File: config.mk
export PLATFORM = sky130hd
export DESIGN_NAME = cfg_stream_loader
export DESIGN_NICKNAME = d
export VERILOG_FILES = /design/src/rtl/cfg_loader_pkg.sv /design/src/rtl/cfg_idx_ctr.sv /design/src/rtl/cfg_byte_match.sv /design/src/rtl/cfg_stream_loader.sv
export SDC_FILE = /design/constraint.sdc
export NUM_CORES = 1
export LEC_CHECK = 0
export ABC_AREA = 1
export CAP_MARGIN = 20
export CORE_AREA = 2 2 59 61
export DETAILED_ROUTE_END_ITERATION = 10
export DIE_AREA = 0 0 61 63
export HOLD_SLACK_MARGIN = 0.06
export MAX_ROUTING_LAYER = met4
export PLACE_DENSITY = 0.72
export SLEW_MARGIN = 30
export SYNTH_ARGS = -nofsm -noshare
export SYNTH_HDL_FRONTEND = slang
export SYNTH_SLANG_ARGS = --single-unit
File: constraint.sdc
create_clock -name clk -period 1.4 [get_ports clk]
set_input_delay 0.28 -clock clk [delete_from_list [all_inputs] [get_ports clk]]
set_output_delay 0.28 -clock clk [all_outputs]
set_load 0.02 [all_outputs]
File: src/rtl/cfg_loader_pkg.sv
package cfg_loader_pkg;

  localparam logic [7:0] FILL_BYTE   = 8'hFF;
  localparam logic [7:0] PREAMBLE    = 8'h4F;
  localparam logic [7:0] HDR_CHECK   = 8'h4B;
  localparam logic [7:0] FRAME_START = 8'h7F;
  localparam logic [7:0] FRAME_CHECK = 8'h4B;
  localparam int         HDR_LEN     = 7;

  typedef enum logic [2:0] {
    ST_HDR,
    ST_START,
    ST_DATA,
    ST_CHECK,
    ST_DONE,
    ST_FAULT
  } ld_state_e;

  // Expected header byte at a given header position
  function automatic logic [7:0] hdr_expect(input logic [2:0] idx);
    case (idx)
      3'd2:    hdr_expect = PREAMBLE;
      3'd6:    hdr_expect = HDR_CHECK;
      default: hdr_expect = FILL_BYTE;
    endcase
  endfunction

endpackage

File: src/rtl/cfg_idx_ctr.sv
module cfg_idx_ctr #(
  parameter int MAX = 4,
  localparam int W  = (MAX > 1) ? $clog2(MAX) : 1
) (
  input  logic         clk,
  input  logic         rst,
  input  logic         inc,
  output logic [W-1:0] cnt,
  output logic         last
);

  assign last = (cnt == W'(MAX - 1));

  always_ff @(posedge clk) begin
    if (rst)      cnt <= '0;
    else if (inc) cnt <= last ? '0 : cnt + 1'b1;
  end

endmodule

File: src/rtl/cfg_byte_match.sv
module cfg_byte_match
  import cfg_loader_pkg::*;
(
  input  ld_state_e  state,
  input  logic [2:0] hdr_idx,
  input  logic [7:0] din,
  output logic       ok
);

  always_comb begin
    case (state)
      ST_HDR:   ok = (din == hdr_expect(hdr_idx));
      ST_START: ok = (din == FRAME_START);
      ST_CHECK: ok = (din == FRAME_CHECK);
      default:  ok = 1'b1;
    endcase
  end

endmodule

File: src/rtl/cfg_stream_loader.sv
module cfg_stream_loader
  import cfg_loader_pkg::*;
#(
  parameter int NUM_FRAMES  = 4,
  parameter int FRAME_BYTES = 4,
  parameter int SU_W        = 4,
  localparam int ADDR_W     = (NUM_FRAMES * FRAME_BYTES > 1) ? $clog2(NUM_FRAMES * FRAME_BYTES) : 1
) (
  input  logic              clk,
  input  logic              rst,
  input  logic              cfg_cs,
  input  logic              cfg_stb,
  input  logic [7:0]        cfg_din,
  output logic              fw_en,
  output logic [7:0]        fw_data,
  output logic [ADDR_W-1:0] fw_addr,
  output logic              chain_out,
  output logic              init_n,
  output logic [SU_W-1:0]   startup_cnt
);

  localparam int FW = (NUM_FRAMES > 1) ? $clog2(NUM_FRAMES) : 1;
  localparam int BW = (FRAME_BYTES > 1) ? $clog2(FRAME_BYTES) : 1;

  ld_state_e state_q, state_d;

  logic [2:0]    hdr_idx;
  logic [FW-1:0] frm_idx;
  logic [BW-1:0] byte_idx;
  logic          hdr_last, frm_last, byte_last;
  logic          hdr_inc, frm_inc, byte_inc;
  logic          byte_ok;
  logic          take_hdr, take_frm;
  logic          wr_d;

  cfg_idx_ctr #(.MAX(HDR_LEN)) u_hdr_ctr (
    .clk(clk), .rst(rst), .inc(hdr_inc), .cnt(hdr_idx), .last(hdr_last)
  );

  cfg_idx_ctr #(.MAX(NUM_FRAMES)) u_frm_ctr (
    .clk(clk), .rst(rst), .inc(frm_inc), .cnt(frm_idx), .last(frm_last)
  );

  cfg_idx_ctr #(.MAX(FRAME_BYTES)) u_byte_ctr (
    .clk(clk), .rst(rst), .inc(byte_inc), .cnt(byte_idx), .last(byte_last)
  );

  cfg_byte_match u_match (
    .state(state_q), .hdr_idx(hdr_idx), .din(cfg_din), .ok(byte_ok)
  );

  // Header is shared by the whole chain; frames need chip-select
  assign take_hdr = cfg_stb && (state_q == ST_HDR);
  assign take_frm = cfg_stb && cfg_cs;

  always_comb begin
    state_d  = state_q;
    hdr_inc  = 1'b0;
    frm_inc  = 1'b0;
    byte_inc = 1'b0;
    wr_d     = 1'b0;
    case (state_q)
      ST_HDR: if (take_hdr) begin
        if (!byte_ok)      state_d = ST_FAULT;
        else begin
          hdr_inc = 1'b1;
          if (hdr_last)    state_d = ST_START;
        end
      end
      ST_START: if (take_frm) begin
        state_d = byte_ok ? ST_DATA : ST_FAULT;
      end
      ST_DATA: if (take_frm) begin
        wr_d     = 1'b1;
        byte_inc = 1'b1;
        if (byte_last)     state_d = ST_CHECK;
      end
      ST_CHECK: if (take_frm) begin
        if (!byte_ok)      state_d = ST_FAULT;
        else begin
          frm_inc = 1'b1;
          state_d = frm_last ? ST_DONE : ST_START;
        end
      end
      default: ;
    endcase
  end

  always_ff @(posedge clk) begin
    if (rst) begin
      state_q     <= ST_HDR;
      fw_en       <= 1'b0;
      fw_data     <= '0;
      fw_addr     <= '0;
      chain_out   <= 1'b0;
      init_n      <= 1'b1;
      startup_cnt <= '0;
    end else begin
      state_q   <= state_d;
      fw_en     <= wr_d;
      if (wr_d) begin
        fw_data <= cfg_din;
        fw_addr <= ADDR_W'(int'(frm_idx) * FRAME_BYTES + int'(byte_idx));
      end
      chain_out <= (state_d == ST_DONE);
      init_n    <= (state_d != ST_FAULT);
      if (state_q == ST_DONE && take_frm && startup_cnt != {SU_W{1'b1}})
        startup_cnt <= startup_cnt + 1'b1;
    end
  end

endmodule

-- Yosys cells after proc, flatten, opt, wreduce, memory -nomap -nowiden
Index checks and enable logic that the tools add are counted.
- word-level logic and storage cells: 58
- register bits after elaboration: 29
- $add $sub $neg: 5
- muxes and demuxes: 24
- equality and inequality tests: 14
- reductions and logical operators: 5
- operators with widths (kind ; count):
    2-to-1 mux 3 bit ; 11
    equality test 8 x 7 -> 1 bit (second input constant) ; 2
    one-hot mux 8 bit (2 select lines) ; 1
    one-hot mux 3 bit (4 select lines) ; 1
    equality test 3 x 2 -> 1 bit (second input constant) ; 3
    equality test 3 bit (second input constant) ; 3
    equality test 8 bit ; 1
    2-to-1 mux 8 bit ; 1
    2-to-1 mux 1 bit ; 7
    adder 2 x 1 -> 2 bit (second input constant) ; 2
    adder 4 x 1 -> 4 bit (second input constant) ; 1
    adder 4 x 2 -> 4 bit ; 1
    equality test 2 bit (second input constant) ; 2
    logical AND 1 bit ; 4
    2-to-1 mux 2 bit ; 2
    inequality test 4 bit (second input constant) ; 1
    adder 3 x 1 -> 3 bit (second input constant) ; 1
    equality test 3 x 1 -> 1 bit (second input constant) ; 1
    logical NOT 3 bit ; 1
    inequality test 3 bit (second input constant) ; 1
    one-hot mux 1 bit (3 select lines) ; 1

-- Logic depth before layout (Yosys ltp)
- depth after elaboration: 9
- depth in mapped cells: 13
- mapped depth without buffers: 13

-- Modules after synthesis
From an unflattened synthesis, not the netlist that was laid out.
- cell total of the unflattened synthesis: 216
- area, all modules: 1515.2 µm²
- modules (own cells, without submodules) (module ; instances ; cells each ; area each (µm²)):
    cfg_stream_loader ; 1 ; 135 ; 1041.0
    cfg_idx_ctr at u_byte_ctr ... ; 2 ; 14 ; 100.1
    cfg_idx_ctr at u_hdr_ctr ; 1 ; 23 ; 143.9
    cfg_byte_match ; 1 ; 30 ; 130.1

-- Worst setup path after synthesis
OpenSTA, ideal clock, no wires.
- path kind: reg-to-reg
- start: register state_q[2]
- end: register state_q[0]
- setup time: 0.115 ns
- slack: -0.023 ns
- cell stages (with the launch flop): 11
- data arrival time: 1.308 ns
- path buffers: 0
- path through: dfxtp_1 inv_2 nand2_2 a21oi_1 nor2_2 nand3_4 nand2_4 nand2_1 nand2_1 nand3_2 and2_1
- word-level cells in the longest chain between the ends: 5
- elaborated cells on any way between the ends: 13
- classes of those cells: eq/ne (3); mux (8); reduce/logical (2)
- ends and longest elaborated chain (item ; RTL line ; RTL):
    from (decl) ; cfg_stream_loader.sv:25 ; ld_state_e state_q, state_d;
    from (signal assigned) ; cfg_stream_loader.sv:99 ; state_q <= state_d;
    equality test 3 x 2 -> 1 bit (tied with other cells) ; cfg_byte_match.sv:11, cfg_stream_loader.sv:62 ;
    one-hot mux 1 bit (3 select lines) ; cfg_byte_match.sv:11 ; case (state)
    2-to-1 mux 3 bit, on equally long branches ; cfg_stream_loader.sv:79, cfg_stream_loader.sv:64, cfg_stream_loader.sv:71 ;
    2-to-1 mux 3 bit, on equally long branches ; cfg_stream_loader.sv:78, cfg_stream_loader.sv:63, cfg_stream_loader.sv:70 ;
    one-hot mux 3 bit (4 select lines) (*) ; cfg_stream_loader.sv:62 ; case (state_q)
Every way passes the cells marked *; elsewhere a longest branch is shown, timed or not.
A chain may end at the register's enable or synchronous reset.

-- Worst setup path in the final report
- start: register state_q[0]
- end: register state_q[0]
Same word-level chain as after synthesis.

==> flow_summary.yaml <==
layout:
  layout.cells.most_common: "nor2_1"
  stdcell_count: 290
  fillCellCount: 304
  area.growth.synth_to_final_pct: 51.9
  utilization_pct: 63.1
  layout_cell_share_with_drive_strength_beyond_1_pct: 29.5
  leading_cell_types_in_the_layout_fill_and_taps_excluded: "29 x nor2_1, 27 x dfxtp_1, 21 x buf_4, 20 x nand2_1, 18 x o21ai_0"
  antennaDiodeCount: 0
  design.final.nets: 258
  postLayoutCellArea_mm2: 0.00204
sta:
  worst_clock_skew_ns: 0.0183
  final.min_clock_period_ns: 1.49
  slew_headroom_pct: 63.7
  unrepaired_setup_endpoints_after_global_routing: "true"
  timing.final.crit_share_pct: 107
  tightestPinTransition_ns: 0.544
  clock.fmax_mhz: 670
  final_count_of_hold_timing_violations: 0
  final_critical_path_setup_slack_ns: -0.0922
  maxSlewViolCount: 0
  finalSetupViolations: 7
min_path:
  hold_class: "primary input to register"
  count_of_cells_along_the_worst_hold_path: 3
global_route:
  antenna_violations_before_repair: 0
  groute.usage.overall_pct: 16.9
  grt_first_pass_wirelength_um: 4810
  first_global_vias: 1195
  global_route.overflow_total: 0
  pin_count_of_the_biggest_net_entering_global_routing: 22
critical_path:
  worst-endpoint-arrival_ns: 1.73
  endpoint_kind: "register"
  rr_worst_depth: 12
  setup.worst_path.class: "register to register"
  crit_fanout: 6
  critPathRequiredTime_ns: 1.64
  timing.critical_path.from_type: "register"
synthesis:
  flip_flop_and_latch_count_after_synthesis: 29
  total_standard_cell_area_after_synthesis_mm2: 0.00134
  postSynthCellCount: 186
  syn_area_per_cell_um2: 7.22
  synth_nets: 201
  synthDistinctLibCells: 24
  yosysWarningCount: 0
  synth.yosys.seq_area_share_pct: 43.2
run_status:
  failed_checks: "negative setup slack"
  run_status: "finished with violations"
floorplanning:
  chipHeight_um: 63
  placementRows: 21
  placeableCoreArea_mm2: 0.00323
  die_area_mm2: 0.00384
  top_level_ports: 31
  die_width_um: 61
  effective_utilization_at_floorplan_pct: 41.6
detailed_routing:
  average_detailed_routed_wire_length_per_instance_um: 10.5
  route.detailed.drc: 0
  detail_route.wirelength_um: 3030
  num_vias: 1373
  vias_per_cell: 4.73
  drtAntennaViolNets: 0
  drtIter0Drc: 44
  detailedRoute.firstPassIterationCount: 4
clocking:
  cts.sink_count: 29
  cts_max_level: 2
  numCtsBuffers: 5
  cts.reportedPaths.clkPinSlew_ns: 0.11
  cts-root-to-sink-buffers: 2
  worst_skew_pair.late_latency_ns: 0.34
  tritoncts: "done"
  clk_root_buffer_cell: "clkbuf_4"
placement:
  io_buffer_count: 30
  place_congestion: 0.844
  preCtsSetupSlack_ns: -0.469
  place.detailed.instances: 279
  dp.final_hpwl_um: 2200
  placedInstanceArea_mm2: 0.00186
power_and_ir_drop:
  max-vdd-ir-drop_mv: 0.721
  p_per_area_mw_per_mm2: 997
  p_leak_nw: 0.917
run:
  cap_violations: 0
## cell usage after synthesis
library cell | count | area, um^2
buf_2 | 1 | 5.00
nand3_1 | 12 | 60.1
a31oi_1 | 2 | 12.5
inv_2 | 1 | 3.75
nor3_1 | 2 | 10.0
dfxtp_1 | 29 | 581
nor2_4 | 1 | 11.3
a21oi_1 | 15 | 75.1
a21oi_2 | 1 | 8.76
nand2_2 | 5 | 31.3
nor2_2 | 1 | 6.26
o21ai_1 | 1 | 5.00
nand2_4 | 1 | 11.3
ha_1 | 3 | 37.5
clkbuf_1 | 3 | 11.3
nor2_1 | 35 | 131
nand2_1 | 24 | 90.1
inv_1 | 21 | 78.8
nand3_4 | 1 | 17.5
buf_1 | 1 | 3.75
nand3_2 | 4 | 40.0
o21ai_0 | 20 | 100
and2_1 | 1 | 6.26
nand4_1 | 1 | 6.26
## metal layers
layer | share of wire, % | vias up | track usage (%)
met5 | 0 | - | -
met1 | 45 | 618 | 18.9
met2 | 49 | 32 | 28.0
met4 | 0.96 | 0 | 4.89
li1 | - | 719 | -
met3 | 5.0 | 4 | 5.59
## stage by stage
stage / hold slack (ns) / power (mW) / setup TNS (ns)
after global placement: 0.451 / 1.17 / -8.46
after detailed placement: 0.465 / 1.17 / -8.91
final: 0.340 / 2.03 / -0.322
after floorplan: 0.429 / 1.03 / 0
after CTS: 0.340 / 2.03 / -0.382
after global routing: 0.370 / 2.12 / -1.47
## worst max-delay path, stage by stage (launching register included)
cell and delay [ns]:
dfxtp_2 0.37, inv_2 0.05, nor2_2 0.09, nand2_2 0.09
nand2_1 0.08, nand2_1 0.05, nand2_2 0.07, nand3_4 0.11
nand2_4 0.11, nand3_2 0.06, nand2_1 0.08, nand3_2 0.09
and2_1 0.14
## state kept, by name, summed over array words and instances, names as in the netlist
register / cells
startup_cnt: 4
u_byte_ctr.cnt: 2
fw_data: 8
fw_addr: 4
u_frm_ctr.cnt: 2
init_n: 1
u_hdr_ctr.cnt: 3
chain_out: 1
fw_en: 1
state_q: 3
## cell type report
type                       instances  area, um^2  share of cell area [%]
multi-input combinational        130         738                    36.2
sequential                        29         583                    28.6
inverter                          22        82.6                    4.05
clock inverter                     3        65.1                    3.19
tap                               46        57.6                    2.82
timing repair buffer              55         477                    23.4
clock buffer                       5        37.5                    1.84
## where the power goes
| group | total (mW) | internal, mW | switching [mW] |
|---|---|---|---|
| sequential | 0.861 | 0.845 | 0.0155 |
| combinational | 0.316 | 0.148 | 0.168 |
| clock | 0.857 | 0.553 | 0.305 |
| total | 2.03 | 1.55 | 0.488 |
## kinds of logic after synthesis
kind of cell / count (synthesis) / synth area share (%)
AOI/OAI and AO/OA: 39 / 15.0
adders and majority gates: 3 / 2.79
buffers and inverters: 27 / 7.63
DFF: 29 / 43.2
and+or+nand+nor: 88 / 31.4
## path summary, 6_finish.rpt
kind | startpoint | to | slack [ns]
setup / recovery | state_q[0] | state_q[0] | -0.09
hold / removal | cfg_din[3] | fw_data[3] | 0.34
setup reg to reg | state_q[0] | state_q[0] | -0.09
hold reg to reg | u_frm_ctr.cnt[1] | fw_addr[3] | 0.48
## timing repair
| action | CTS | global route |
|---|---|---|
| setup buffers | 1 | 1 |
| pin swaps | 11 | 8 |
| cloned | 0 | 1 |
| gates resized for setup | 32 | 24 |
| hold buffers | 0 | 0 |
| endpoints found under the setup margin | 28 | 29 |
(Power assumes the default switching activity.)
